File: src/rtl/mmu_pkg.sv
// Package: shared types and constants for the banked address translation unit.
// Assumes four access kinds and a 16-bit bank register of {enable, bank[14:0]}.
package mmu_pkg;

    localparam int KIND_W    = 2;
    localparam int NUM_KINDS = 4;
    localparam int REG_W     = 16;
    localparam int BANK_W    = REG_W - 1;

    typedef enum logic [KIND_W-1:0] {
        ACC_FETCH = 2'd0,
        ACC_READ  = 2'd1,
        ACC_WRITE = 2'd2,
        ACC_DMA   = 2'd3
    } acc_kind_e;

    typedef struct packed {
        logic              en;
        logic [BANK_W-1:0] bank;
    } bank_reg_t;

endpackage

File: src/rtl/mmu_area_decode.sv
// Module: logical window hit detection and chip-select decode.
// Assumes windows are aligned to 2**WIN_LOG2, do not overlap, and the
// lowest window base is AREA_BASES[0]. Chip selects come from the logical address.
module mmu_area_decode #(
    parameter int ADDR_W    = 24,
    parameter int WIN_LOG2  = 21,
    parameter int NUM_AREAS = 2,
    parameter int AIDX_W    = 1,
    parameter logic [NUM_AREAS*ADDR_W-1:0] AREA_BASES = {24'h800000, 24'h400000}
) (
    input  logic                 req_valid,
    input  logic [ADDR_W-1:0]    req_addr,
    output logic                 any_hit,
    output logic [AIDX_W-1:0]    area_idx,
    output logic [NUM_AREAS+1:0] cs_n
);

    localparam int NUM_CS = NUM_AREAS + 2;
    localparam int TAG_W  = ADDR_W - WIN_LOG2;
    localparam logic [ADDR_W-1:0] LOW_BASE = AREA_BASES[ADDR_W-1:0];

    logic [NUM_AREAS-1:0] hit;
    logic                 below_low;

    // one comparator per window on the address bits above the window size
    generate
        for (genvar a = 0; a < NUM_AREAS; a++) begin : g_hit
            localparam logic [ADDR_W-1:0] BASE = AREA_BASES[a*ADDR_W +: ADDR_W];
            assign hit[a] = (req_addr[ADDR_W-1:WIN_LOG2] == BASE[ADDR_W-1:ADDR_W-TAG_W]);
        end
    endgenerate

    assign any_hit   = |hit;
    assign below_low = (req_addr < LOW_BASE);

    // encode the hitting window to an index
    always_comb begin
        area_idx = '0;
        for (int a = 0; a < NUM_AREAS; a++) begin
            if (hit[a]) area_idx = AIDX_W'(a);
        end
    end

    // one-cold chip select: low region, one per window, then the remainder
    always_comb begin
        cs_n = '1;
        if (req_valid) begin
            if (below_low)    cs_n[0] = 1'b0;
            else if (any_hit) begin
                for (int a = 0; a < NUM_AREAS; a++) begin
                    if (hit[a]) cs_n[a+1] = 1'b0;
                end
            end
            else              cs_n[NUM_CS-1] = 1'b0;
        end
    end

endmodule

File: src/rtl/mmu_bank_regs.sv
// Module: bank register file with fetch-area tracking and write guard.
// Assumes register index = {area index, kind}. A write to the fetch register
// of the window last fetched from is dropped and sets a sticky error.
module mmu_bank_regs
    import mmu_pkg::*;
#(
    parameter int NUM_AREAS = 2,
    parameter int AIDX_W    = 1
) (
    input  logic                            clk,
    input  logic                            rst_n,
    input  logic                            cfg_we,
    input  logic [AIDX_W+KIND_W-1:0]        cfg_sel,
    input  logic [REG_W-1:0]                cfg_wdata,
    input  logic                            fetch_stb,
    input  logic                            fetch_hit,
    input  logic [AIDX_W-1:0]               fetch_idx,
    output logic [NUM_AREAS*NUM_KINDS*REG_W-1:0] regs_flat,
    output logic                            guard_err
);

    localparam int NUM_REGS = NUM_AREAS * NUM_KINDS;
    localparam int SEL_W    = AIDX_W + KIND_W;

    logic              cur_valid;
    logic [AIDX_W-1:0] cur_idx;
    logic              blocked;
    logic              sel_is_fetch;

    assign sel_is_fetch = (acc_kind_e'(cfg_sel[KIND_W-1:0]) == ACC_FETCH);
    assign blocked = cfg_we && sel_is_fetch && cur_valid
                   && (cfg_sel[SEL_W-1:KIND_W] == cur_idx);

    // remember which window (if any) the latest valid fetch came from
    always_ff @(posedge clk) begin
        if (!rst_n) begin
            cur_valid <= 1'b0;
            cur_idx   <= '0;
        end else if (fetch_stb) begin
            cur_valid <= fetch_hit;
            cur_idx   <= fetch_idx;
        end
    end

    // sticky flag for refused fetch-bank writes
    always_ff @(posedge clk) begin
        if (!rst_n)       guard_err <= 1'b0;
        else if (blocked) guard_err <= 1'b1;
    end

    generate
        for (genvar r = 0; r < NUM_REGS; r++) begin : g_reg
            logic [REG_W-1:0] value_q;
            // load one bank register when selected and not refused
            always_ff @(posedge clk) begin
                if (!rst_n)
                    value_q <= '0;
                else if (cfg_we && !blocked && (cfg_sel == SEL_W'(r)))
                    value_q <= cfg_wdata;
            end
            assign regs_flat[r*REG_W +: REG_W] = value_q;
        end
    endgenerate

endmodule

File: src/rtl/mmu_xlate.sv
// Module: combinational address translation.
// Assumes the caller supplies the window hit and index; the register in
// force is {area index, kind}; bank bits above the address width wrap away.
module mmu_xlate
    import mmu_pkg::*;
#(
    parameter int ADDR_W    = 24,
    parameter int WIN_LOG2  = 21,
    parameter int NUM_AREAS = 2,
    parameter int AIDX_W    = 1
) (
    input  logic [ADDR_W-1:0]                    req_addr,
    input  logic [KIND_W-1:0]                    req_kind,
    input  logic                                 any_hit,
    input  logic [AIDX_W-1:0]                    area_idx,
    input  logic [NUM_AREAS*NUM_KINDS*REG_W-1:0] regs_flat,
    output logic [ADDR_W-1:0]                    phys_addr
);

    localparam int SEL_W = AIDX_W + KIND_W;

    logic [SEL_W-1:0] sel;
    bank_reg_t        active;

    assign sel    = {area_idx, req_kind};
    assign active = bank_reg_t'(regs_flat[sel*REG_W +: REG_W]);

    // bank * window size + offset when mapped, else the logical address
    always_comb begin
        if (any_hit && active.en)
            phys_addr = ADDR_W'({active.bank, {WIN_LOG2{1'b0}}})
                      | ADDR_W'(req_addr[WIN_LOG2-1:0]);
        else
            phys_addr = req_addr;
    end

endmodule

File: src/rtl/bank_mmu.sv
// Module: top of the banked address translation unit.
// Assumes a single access per cycle, combinational translation, and two
// windows (Y then Z) of 2**WIN_LOG2 bytes at Y_BASE and Z_BASE.
module bank_mmu
    import mmu_pkg::*;
#(
    parameter int ADDR_W   = 24,
    parameter int WIN_LOG2 = 21,
    parameter logic [23:0] Y_BASE = 24'h400000,
    parameter logic [23:0] Z_BASE = 24'h800000
) (
    input  logic              clk,
    input  logic              rst_n,
    input  logic              req_valid,
    input  logic [1:0]        req_kind,
    input  logic [ADDR_W-1:0] req_addr,
    input  logic              cfg_we,
    input  logic [2:0]        cfg_sel,
    input  logic [15:0]       cfg_wdata,
    output logic [ADDR_W-1:0] phys_addr,
    output logic [3:0]        cs_n,
    output logic              bank_err
);

    localparam int NUM_AREAS = 2;
    localparam int AIDX_W    = 1;
    localparam logic [NUM_AREAS*ADDR_W-1:0] BASES =
        {ADDR_W'(Z_BASE), ADDR_W'(Y_BASE)};

    logic                                 any_hit;
    logic [AIDX_W-1:0]                    area_idx;
    logic [NUM_AREAS*NUM_KINDS*REG_W-1:0] regs_flat;
    logic                                 fetch_stb;

    assign fetch_stb = req_valid && (acc_kind_e'(req_kind) == ACC_FETCH);

    mmu_area_decode #(
        .ADDR_W(ADDR_W), .WIN_LOG2(WIN_LOG2), .NUM_AREAS(NUM_AREAS),
        .AIDX_W(AIDX_W), .AREA_BASES(BASES)
    ) decode_i (
        .req_valid (req_valid),
        .req_addr  (req_addr),
        .any_hit   (any_hit),
        .area_idx  (area_idx),
        .cs_n      (cs_n)
    );

    mmu_bank_regs #(
        .NUM_AREAS(NUM_AREAS), .AIDX_W(AIDX_W)
    ) regs_i (
        .clk       (clk),
        .rst_n     (rst_n),
        .cfg_we    (cfg_we),
        .cfg_sel   (cfg_sel),
        .cfg_wdata (cfg_wdata),
        .fetch_stb (fetch_stb),
        .fetch_hit (any_hit),
        .fetch_idx (area_idx),
        .regs_flat (regs_flat),
        .guard_err (bank_err)
    );

    mmu_xlate #(
        .ADDR_W(ADDR_W), .WIN_LOG2(WIN_LOG2), .NUM_AREAS(NUM_AREAS),
        .AIDX_W(AIDX_W)
    ) xlate_i (
        .req_addr  (req_addr),
        .req_kind  (req_kind),
        .any_hit   (any_hit),
        .area_idx  (area_idx),
        .regs_flat (regs_flat),
        .phys_addr (phys_addr)
    );

endmodule

File: config.mk
export PLATFORM = sky130hd
export DESIGN_NAME = bank_mmu
export DESIGN_NICKNAME = d
export VERILOG_FILES = /design/src/rtl/mmu_pkg.sv /design/src/rtl/mmu_area_decode.sv /design/src/rtl/mmu_bank_regs.sv /design/src/rtl/mmu_xlate.sv /design/src/rtl/bank_mmu.sv
export SDC_FILE = /design/constraint.sdc
export NUM_CORES = 1
export LEC_CHECK = 0
export BUFFER_PORTS_ARGS = -buffer_cell sky130_fd_sc_hd__buf_2
export CAP_MARGIN = 10
export CORE_ASPECT_RATIO = 1.4
export CORE_MARGIN = 5
export CORE_UTILIZATION = 44
export CTS_CLUSTER_DIAMETER = 30
export DETAILED_ROUTE_END_ITERATION = 12
export GPL_ROUTABILITY_DRIVEN = 0
export PLACE_DENSITY = 0.74
export SYNTH_ARGS = -nofsm -noshare
export SYNTH_HDL_FRONTEND = slang
export SYNTH_SLANG_ARGS = --single-unit
File: constraint.sdc
create_clock -name clk -period 2 [get_ports clk]
set_input_delay 0.1 -clock clk [delete_from_list [all_inputs] [get_ports clk]]
set_output_delay 0.1 -clock clk [all_outputs]
set_load 0.005 [all_outputs]
* Word-level counts from Yosys, hierarchy flattened
Index checks and enable logic that the tools add are counted.
** Storage, ports and cells
- Input bits :: 49
- Register bits :: 131
** Cells by class
- Reduce and logical (&&, ||, !) cells :: 19
- Mux-type cells :: 9
- Shifts and indexed selects :: 1
- Bitwise gates (word level) :: 1
- $lt $le $gt $ge :: 1
- Eq/ne operators :: 10
** Operators by type and width (number)
- 128-bit by 8-bit variable part select with 16-bit output :: 1
- 24-bit by 23-bit less-than comparator with 1-bit output (second input constant) :: 1
- 24-bit two-way mux :: 1
- 24-bit by 21-bit OR with 24-bit output :: 1
- 3-bit equality test (second input constant) :: 5
- 1-bit logical AND :: 14
- 3-bit by 2-bit equality test with 1-bit output (second input constant) :: 3
- 1-bit two-way mux :: 5
- 2-bit logical NOT :: 2
- 4-bit two-way mux :: 1
- 3-bit by 1-bit equality test with 1-bit output (second input constant) :: 1
- 3-bit logical NOT :: 1
- 3-bit two-way mux :: 1
- 2-bit two-way mux :: 1
- 2-bit OR reduction :: 1
- 1-bit equality test :: 1
- 1-bit logical NOT :: 1

* Longest topological paths before layout
Gate-level depths: netlist of run 1.
- Depth after elaboration :: 7
- Depth in mapped cells :: 5
- Depth with buffers taken out :: 3

* Hierarchy
Synthesis of run 1 repeated with hierarchy kept, for this count alone.
** Second synthesis, totals
- Cells, all modules :: 618
- Area total of the unflattened synthesis :: 5919.4 sq um
** By module, submodules not included
- mmu_bank_regs :: instances 1, area an instance 5356.4 sq um, cells each 566, seq. area each 2622.5 sq um
- mmu_xlate :: instances 1, area an instance 486.7 sq um, cells each 43, seq. area each 0.0 sq um
- mmu_area_decode :: instances 1, area an instance 63.8 sq um, cells each 8, seq. area each 0.0 sq um
- bank_mmu :: instances 1, area an instance 12.5 sq um, cells each 1, seq. area each 0.0 sq um

* Least setup slack after synthesis of run 1
Ideal clock, no wire load.
- Kind :: register to output
- From :: register regs_i.g_reg[7].value_q[15]
- To :: output port phys_addr[22]
- Slack :: 552 ps
- Cell stages (with the launch flop) :: 4
- Buffers on the path :: 0
- Arrival :: 1348 ps
- Cell sequence :: dfxtp_1 > mux4_2 > a22oi_2 > mux2_2
** On the way
- Longest elaborated chain between the ends :: 3
** Ends and longest elaborated chain
- start: declaration :: RTL line mmu_bank_regs.sv:53 : logic [REG_W-1:0] value_q;
- start signal: assignment :: RTL line mmu_bank_regs.sv:59 : value_q <= cfg_wdata;
- 128-bit by 8-bit variable part select with 16-bit output :: RTL line mmu_xlate.sv:26 : assign active = bank_reg_t'(regs_flat[sel*REG_W +: REG_W]);
- 1-bit logical AND :: RTL line mmu_xlate.sv:30 : if (any_hit && active.en)
- 24-bit two-way mux :: RTL line mmu_xlate.sv:30
- end: declaration :: RTL line bank_mmu.sv:20 : output logic [ADDR_W-1:0] phys_addr,
No other way between the ends.

* Final worst setup path of run 1
- From :: register regs_i.g_reg[6].value_q[15]
- To :: output port phys_addr[22]
** On the way
- Longest elaborated chain between the ends :: 3
** Ends and longest elaborated chain (RTL line)
- start: declaration :: mmu_bank_regs.sv:53
- start signal: assignment :: mmu_bank_regs.sv:59
- 128-bit by 8-bit variable part select with 16-bit output :: mmu_xlate.sv:26
- 1-bit logical AND :: mmu_xlate.sv:30
- 24-bit two-way mux :: mmu_xlate.sv:30
No other way between the ends.

==> impl_metrics.py, run 1 <==
metrics = {
    "clock_tree": {
        "post_cts_buffers": 0,
        "ctsHoldBuffers": 0,
        "clock_latency_ps": 280,
        "cts.sinks": 35,
        "post_cts_resized": 0,
        "cts_root_buffer": "clkbuf_8",
        "cts_tree": "built",
        "cts_buffers": 5,
        "clockBufferDepth": 2,
        "htree_levels": 2,
        "path_clk_slew_ps": 70,
    },
    "route": {
        "drcViolationCount": 0,
        "routed-via-count": 1344,
        "detail-route-antenna-nets": 0,
        "routed_wl_mm": 3.81,
        "drt_iter0_drc": 49,
        "post_drt_wl_per_cell_um": 16.2,
        "viasPerCell": 5.72,
        "drt_first_pass_iters": 4,
    },
    "synth": {
        "synth_commonest_cells": "dfxtp_1 (35), mux2i_1 (27), nor2_1 (27)",
        "synth_async_sr_flop_share": 0,
        "synth_top_area_frac": 0.367,
        "synth-edff-count": 0,
        "syn_avg_cell_area_um2": 9.94,
        "synth.distinct_cells": 36,
        "ys_warn_count": 0,
        "synthTopCellsByArea": "dfxtp_1 (37%), mux2i_1 (14%), mux4_1 (9.6%)",
        "ys_seq_area_frac": 0.367,
        "postSynthCellCount": 192,
        "synth_top_flop_cell": "dfxtp_1",
        "yosysMostFrequentCell": "dfxtp_1",
        "synth_seq_cells": 35,
        "syn_area_mm2": 0.00191,
        "synth_top_area_cell": "dfxtp_1",
        "syn-num-nets": 241,
    },
    "power_and_ir_drop": {
        "finalPower_mw": 1.35,
        "p_leak_nw": 0.841,
        "powerDensity_mw_per_mm2": 689,
        "vdd_ir_drop_max_v": 0.000477,
    },
    "finish": {
        "nets": 238,
        "drive_above_1_share": 0.216,
        "syn2layout_area_growth_pct": 2.56,
        "diodes": 0,
        "fillers": 389,
    },
    "sta": {
        "setup_violations": 0,
        "slew_headroom": 0.368,
        "period_share": 0.963,
        "fin_tns_setup_ps": 0,
        "finalCriticalPeriod_ps": 1930,
        "whs_ps": 137,
        "fmax_mhz": 519,
        "worstMarginPinSlew_ps": 942,
        "rsz0062_at_grt": "false",
        "report.final.slew_viol_count": 0,
        "clock_skew_ps": 1.47,
        "hold_violations": 0,
    },
    "hold_path": {
        "hp-class": "in -> reg",
    },
    "global_route": {
        "grt_pass1_vias": 1319,
        "antenna_found_initial": 0,
        "grt_max_degree": 36,
        "grt_overflow": 0,
        "grt_usage": 0.140,
        "grt_pass1_wl_mm": 6.19,
    },
    "critical_path": {
        "arrival_ps": 1830,
        "worst_setup_path_end_kind": "primary output",
        "required_ps": 1900,
        "cp_max_fo": 3,
        "worst_setup_path_start_kind": "flop",
        "crit_type": "reg -> out",
    },
    "floorplan": {
        "fp-row-count": 28,
        "num_io_pins": 78,
        "die_area_mm2": 0.00577,
        "core-area_mm2": 0.00420,
        "die_y_um": 87.9,
        "die_w_um": 65.7,
        "start_util": 0.454,
    },
    "job": {
        "maxCapViolations": 0,
    },
    "place": {
        "io_buffers": 23,
        "dp_hpwl_mm": 2.78,
    },
    "run_status": {
        "status": "complete, no violations",
    },
}
## cells by family (layout without fill, tap and decap cells)
kind of cell | count (synthesis) | in the layout | share of synthesized area
buffers and inverters | 38 | 36 | 0.125
muxes | 37 | 37 | 0.262
adders and majority gates | 1 | 1 | 0.00525
DFF | 35 | 35 | 0.367
and+or+nand+nor | 56 | 56 | 0.159
xor gates and xnor gates | 2 | 2 | 0.00918
AOI/OAI and AO/OA | 23 | 23 | 0.0728
## routing by layer
metal,global-route usage,vias up,wire length [um]
met5,0,-,0
met4,0.0717,0,131
met3,0.0295,13,198
met2,0.244,40,1870
met1,0.158,631,1610
li1,-,660,-
## registers in the layout, summed over array words and instances (netlist names)
| register | flops |
|---|---|
| regs_i.guard_err | 1 |
| regs_i.cur_idx | 1 |
| regs_i.g.value_q | 32 |
| regs_i.cur_valid | 1 |
## critical path, cell delays in order (launching register included)
cell,delay (ps)
dfxtp_1,320
mux4_2,490
a22oi_2,250
mux2_2,360
buf_2,130
## where the power goes
group          switching [mW]  internal [mW]
Sequential            0.00747          0.711
Clock                   0.241          0.244
Combinational          0.0813         0.0632
Total                   0.330           1.02
## cells in the final DEF, fill, tap and decap left out, drive strengths merged, types with 2 or more instances in the layout
cell / n
dfxtp: 35
mux2i: 27
nor2: 27
buf: 27
a21oi: 9
o21ai: 8
mux4: 8
clkbuf: 7
nand2: 5
nand4: 5
nand3: 4
nand4b: 3
or3b: 2
mux2: 2
nor4bb: 2
xnor2: 2
nor3b: 2
clkinv: 2
## per-stage QoR
stage,worst slack [ps],instances,cell area [um2],utilization
floorplan,552,192,1910,-
global placement,303,227,1880,0.446
detailed placement,297,227,1880,0.446
CTS,38.6,235,1960,0.465
global route,9.26,235,1960,0.465
finish,74.1,235,1960,0.465
## cell type report
cell class / instances / area [um2] / area share
Clock buffer: 7 / 76.3 / 0.0390
Clock inverter: 1 / 5.00 / 0.00256
Timing Repair Buffer: 27 / 145 / 0.0742
Tap cell: 45 / 56.3 / 0.0288
Sequential cell: 35 / 701 / 0.358
Inverter: 1 / 3.75 / 0.00192
Multi-Input combinational cell: 119 / 970 / 0.496
## path summary, 6_finish.rpt
path	from	end	slack [ps]	depth (start not counted)
worst min register to register	regs_i.guard_err	regs_i.guard_err	470	2
worst max-delay path	regs_i.g_reg[6].value_q[15]	phys_addr[22]	70	4
worst min-delay path	cfg_wdata[0]	regs_i.g_reg[0].value_q[0]	140	3
worst max register to register	regs_i.cur_idx	regs_i.g_reg[4].value_q[2]	740	3
Power figures use the tool's default switching activity.
==> run 2, diff against run 1 <==
GPL_TIMING_DRIVEN = 0   (was not set)
==> impl_metrics.py, run 2 (same netlist as run 1, synthesis figures left out) <==
metrics = {
    "clock_tree": {
        "htree_levels": 2,
        "post_cts_resized": 0,
        "post_cts_buffers": 0,
        "clock_latency_ps": 280,
        "cts_buffers": 5,
        "clockBufferDepth": 2,
        "cts_root_buffer": "clkbuf_8",
        "cts_tree": "built",
        "path_clk_slew_ps": 70,
        "ctsHoldBuffers": 0,
        "cts.sinks": 35,
    },
    "route": {
        "routed-via-count": 1548,
        "routed_wl_mm": 4.31,
        "drcViolationCount": 0,
        "drt_iter0_drc": 71,
        "detail-route-antenna-nets": 0,
        "viasPerCell": 5.49,
        "drt_first_pass_iters": 4,
        "post_drt_wl_per_cell_um": 15.3,
    },
    "floorplan": {
        "core-area_mm2": 0.00420,
        "num_io_pins": 78,
        "fp-row-count": 28,
        "die_w_um": 65.7,
        "die_area_mm2": 0.00577,
        "start_util": 0.454,
        "die_y_um": 87.9,
    },
    "critical_path": {
        "arrival_ps": 1790,
        "cp_max_fo": 3,
        "worst_r2r_path_depth": 3,
        "required_ps": 1900,
        "crit_type": "reg -> out",
        "rr_startpoint": "regs_i.cur_idx",
        "worst_setup_path_end_kind": "primary output",
        "worstSetupStartpoint": "regs_i.g_reg[7].value_q[15]",
        "worst_setup_path_start_kind": "flop",
    },
    "finish": {
        "largest_reg_flops": 32,
        "multi_input_area_um2": 966,
        "top_register": "regs_i.g.value_q",
        "layout_common_cells": "buf_2 (37), dfxtp_1 (35), mux2i_1 (27), nor2_1 (27), buf_4 (21)",
        "diodes": 0,
        "design_area_mm2": 0.00223,
        "fillers": 377,
        "nets": 285,
        "regArea_um2": 701,
        "drive_above_1_share": 0.325,
        "instances_no_fill": 282,
        "syn2layout_area_growth_pct": 16.9,
        "mostFrequentLayoutCell": "buf_2",
        "fin_util": 0.531,
    },
    "place": {
        "dp_cells": 274,
        "dpl_cell_area_mm2": 0.00215,
        "io_buffers": 37,
        "preCtsSetupSlack_ps": 354,
        "dp_hpwl_mm": 3.33,
    },
    "sta": {
        "finalWorstSetupSlack_ps": 114,
        "hold_violations": 0,
        "finalCriticalPeriod_ps": 1890,
        "setup_violations": 0,
        "fin_tns_setup_ps": 0,
        "clock_skew_ps": 2.10,
        "whs_ps": 163,
        "period_share": 0.943,
        "slew_headroom": 0.568,
        "worstMarginPinSlew_ps": 639,
        "fmax_mhz": 530,
        "report.final.slew_viol_count": 0,
        "rsz0062_at_grt": "false",
    },
    "global_route": {
        "grt_usage": 0.159,
        "grt_pass1_wl_mm": 7.06,
        "antenna_found_initial": 0,
        "grt_max_degree": 12,
        "grt_overflow": 0,
        "grt_pass1_vias": 1486,
    },
    "hold_path": {
        "min_from": "rst_n",
        "hp-class": "in -> reg",
        "hold_depth": 3,
    },
    "power_and_ir_drop": {
        "powerDensity_mw_per_mm2": 629,
        "finalPower_mw": 1.40,
        "vdd_ir_drop_max_v": 0.000423,
        "p_leak_nw": 1.00,
    },
    "job": {
        "maxCapViolations": 0,
    },
    "run_status": {
        "status": "complete, no violations",
    },
}
run 2: cell types whose count changed in the layout (fill, tap and decap cells not counted):
| cell | before | now |
|---|---|---|
| buf_1 | 0 | 1 |
| clkbuf_2 | 0 | 1 |
| buf_6 | 0 | 2 |
| clkbuf_1 | 2 | 13 |
| buf_4 | 4 | 21 |
| buf_2 | 23 | 37 |
| mux4_2 | 1 | 2 |
| mux4_1 | 7 | 6 |
| clkinvlp_4 | 0 | 1 |
run 2: path summary, 6_finish.rpt:
path                                 to  slack (ps)
max                       phys_addr[22]         110
min          regs_i.g_reg[4].value_q[0]         160
max reg2reg  regs_i.g_reg[4].value_q[1]         760
min reg2reg            regs_i.guard_err         480
run 2: layout make-up:
type	count	share of cell area
multi-input cells	119	0.433
flip-flops and latches	35	0.314
clock buffers	6	0.0325
plain buffers	37	0.105
repair buffers	37	0.0830
inverters	1	0.00168
well taps	45	0.0252
clock inverters	2	0.00561
run 2: per-layer routing:
layer / global-route usage / wire, um / vias up
met4: 0.0453 / 39 / 0
met3: 0.0462 / 353 / 2
met1: 0.180 / 1750 / 727
li1: - / - / 750
met2: 0.286 / 2160 / 69
met5: 0 / 0 / -
run 2: power by group:
| part | switching [mW] | leakage (nW) | internal, mW |
|---|---|---|---|
| combinational | 0.0988 | 0.676 | 0.104 |
| clock | 0.238 | 0.0412 | 0.243 |
| sequential | 0.00769 | 0.283 | 0.711 |
| total | 0.344 | 1.00 | 1.06 |
run 2: worst max-delay path, cell delays in order (launching register included):
cell,delay [ps]
dfxtp_1,310
mux4_2,490
a22oi_2,230
mux2_2,350
buf_2,120
==> run 3, diff against run 2 <==
CTS_BUF_LIST = sky130_fd_sc_hd__clkbuf_8   (was not set)
==> impl_metrics.py, run 3 (same netlist as run 1, synthesis figures left out) <==
metrics = {
    "run_status": {
        "status": "complete, no violations",
    },
    "global_route": {
        "grt_overflow": 0,
        "grt_pass1_wl_mm": 7.07,
        "grt_pass1_vias": 1487,
        "grt_max_degree": 12,
        "antenna_found_initial": 0,
        "grt_usage": 0.159,
    },
    "sta": {
        "clock_skew_ps": 2.55,
        "setup_violations": 0,
        "rsz0062_at_grt": "false",
        "fin_tns_setup_ps": 0,
        "worstMarginPinSlew_ps": 640,
        "fmax_mhz": 528,
        "hold_violations": 0,
        "period_share": 0.948,
        "slew_headroom": 0.567,
        "finalCriticalPeriod_ps": 1900,
        "whs_ps": 165,
        "report.final.slew_viol_count": 0,
        "finalWorstSetupSlack_ps": 105,
    },
    "route": {
        "routed-via-count": 1551,
        "drcViolationCount": 0,
        "detail-route-antenna-nets": 0,
        "post_drt_wl_per_cell_um": 15.3,
        "drt_iter0_drc": 61,
        "routed_wl_mm": 4.32,
        "drt_first_pass_iters": 4,
        "viasPerCell": 5.50,
    },
    "finish": {
        "nets": 285,
        "instances_no_fill": 282,
        "syn2layout_area_growth_pct": 16.9,
        "largest_reg_flops": 32,
        "layout_common_cells": "buf_2 (37), dfxtp_1 (35), mux2i_1 (27), nor2_1 (27), buf_4 (21)",
        "mostFrequentLayoutCell": "buf_2",
        "multi_input_area_um2": 966,
        "top_register": "regs_i.g.value_q",
        "regArea_um2": 701,
        "diodes": 0,
        "fin_util": 0.531,
        "fillers": 377,
        "drive_above_1_share": 0.325,
    },
    "floorplan": {
        "die_w_um": 65.7,
        "num_io_pins": 78,
        "fp-row-count": 28,
        "die_y_um": 87.9,
        "core-area_mm2": 0.00420,
        "start_util": 0.454,
        "die_area_mm2": 0.00577,
    },
    "place": {
        "preCtsSetupSlack_ps": 354,
        "io_buffers": 37,
        "dp_cells": 274,
        "dp_hpwl_mm": 3.33,
    },
    "power_and_ir_drop": {
        "vdd_ir_drop_max_v": 0.000425,
        "p_leak_nw": 1.00,
        "powerDensity_mw_per_mm2": 628,
    },
    "clock_tree": {
        "clockBufferDepth": 2,
        "cts_tree": "built",
        "cts_root_buffer": "clkbuf_8",
        "cts_buffers": 5,
        "clock_latency_ps": 280,
        "ctsHoldBuffers": 0,
        "cts.sinks": 35,
        "htree_levels": 2,
        "path_clk_slew_ps": 70,
    },
    "critical_path": {
        "arrival_ps": 1800,
        "cp_max_fo": 3,
        "worst_setup_path_start_kind": "flop",
        "worst_setup_path_end_kind": "primary output",
        "crit_type": "reg -> out",
        "required_ps": 1900,
    },
    "job": {
        "maxCapViolations": 0,
    },
    "hold_path": {
        "hp-class": "in -> reg",
    },
}
-- run 3: final timing paths --
check                           cells after the start  slack (ps)                   startpoint                          end
worst max register to register                      3         770               regs_i.cur_idx   regs_i.g_reg[4].value_q[1]
worst min-delay path                                3         170                        rst_n   regs_i.g_reg[4].value_q[0]
worst min register to register                      2         490  regs_i.g_reg[4].value_q[15]  regs_i.g_reg[4].value_q[15]
worst max-delay path                                4         100  regs_i.g_reg[7].value_q[15]                phys_addr[22]
-- run 3: metal layers --
layer,global-route usage,wire length [um],up-vias
met5,0,0,-
met4,0.0453,39,0
met3,0.0462,360,2
met2,0.286,2160,74
met1,0.181,1760,725
li1,-,-,750
-- run 3: metrics by stage --
| stage | total power, mW | area, um2 |
|---|---|---|
| 2_1_floorplan | 0.870 | 1910 |
| 3_3_place_gp | 0.935 | 2150 |
| 3_5_place_dp | 0.938 | 2150 |
| 4_1_cts | 1.41 | 2230 |
| 5_1_grt | 1.47 | 2230 |
| 6_report | 1.40 | 2230 |
-- run 3: where the power goes --
part	total (mW)	internal, mW	switching [mW]
clock	0.478	0.238	0.241
combinational	0.202	0.104	0.0986
sequential	0.719	0.711	0.00775
total	1.40	1.05	0.347
-- run 3: final cells by class --
type,instances,share of cell area
timing repair buffer,37,0.0830
buffer,37,0.105
clock buffer,5,0.0308
inverter,1,0.00168
multi-input combinational,119,0.433
tap,45,0.0252
clock inverter,3,0.00729
sequential,35,0.314
-- run 3: critical path, cell delays in order (launching register included) --
cell and delay, ps:
dfxtp_1 320, mux4_2 500, a22oi_2 230, mux2_2 350, buf_2 120
-- run 3: repair_timing --
item	in CTS	in global routing
gates resized for setup	0	1
endpoints found under the setup margin	0	1
setup buffers	0	0
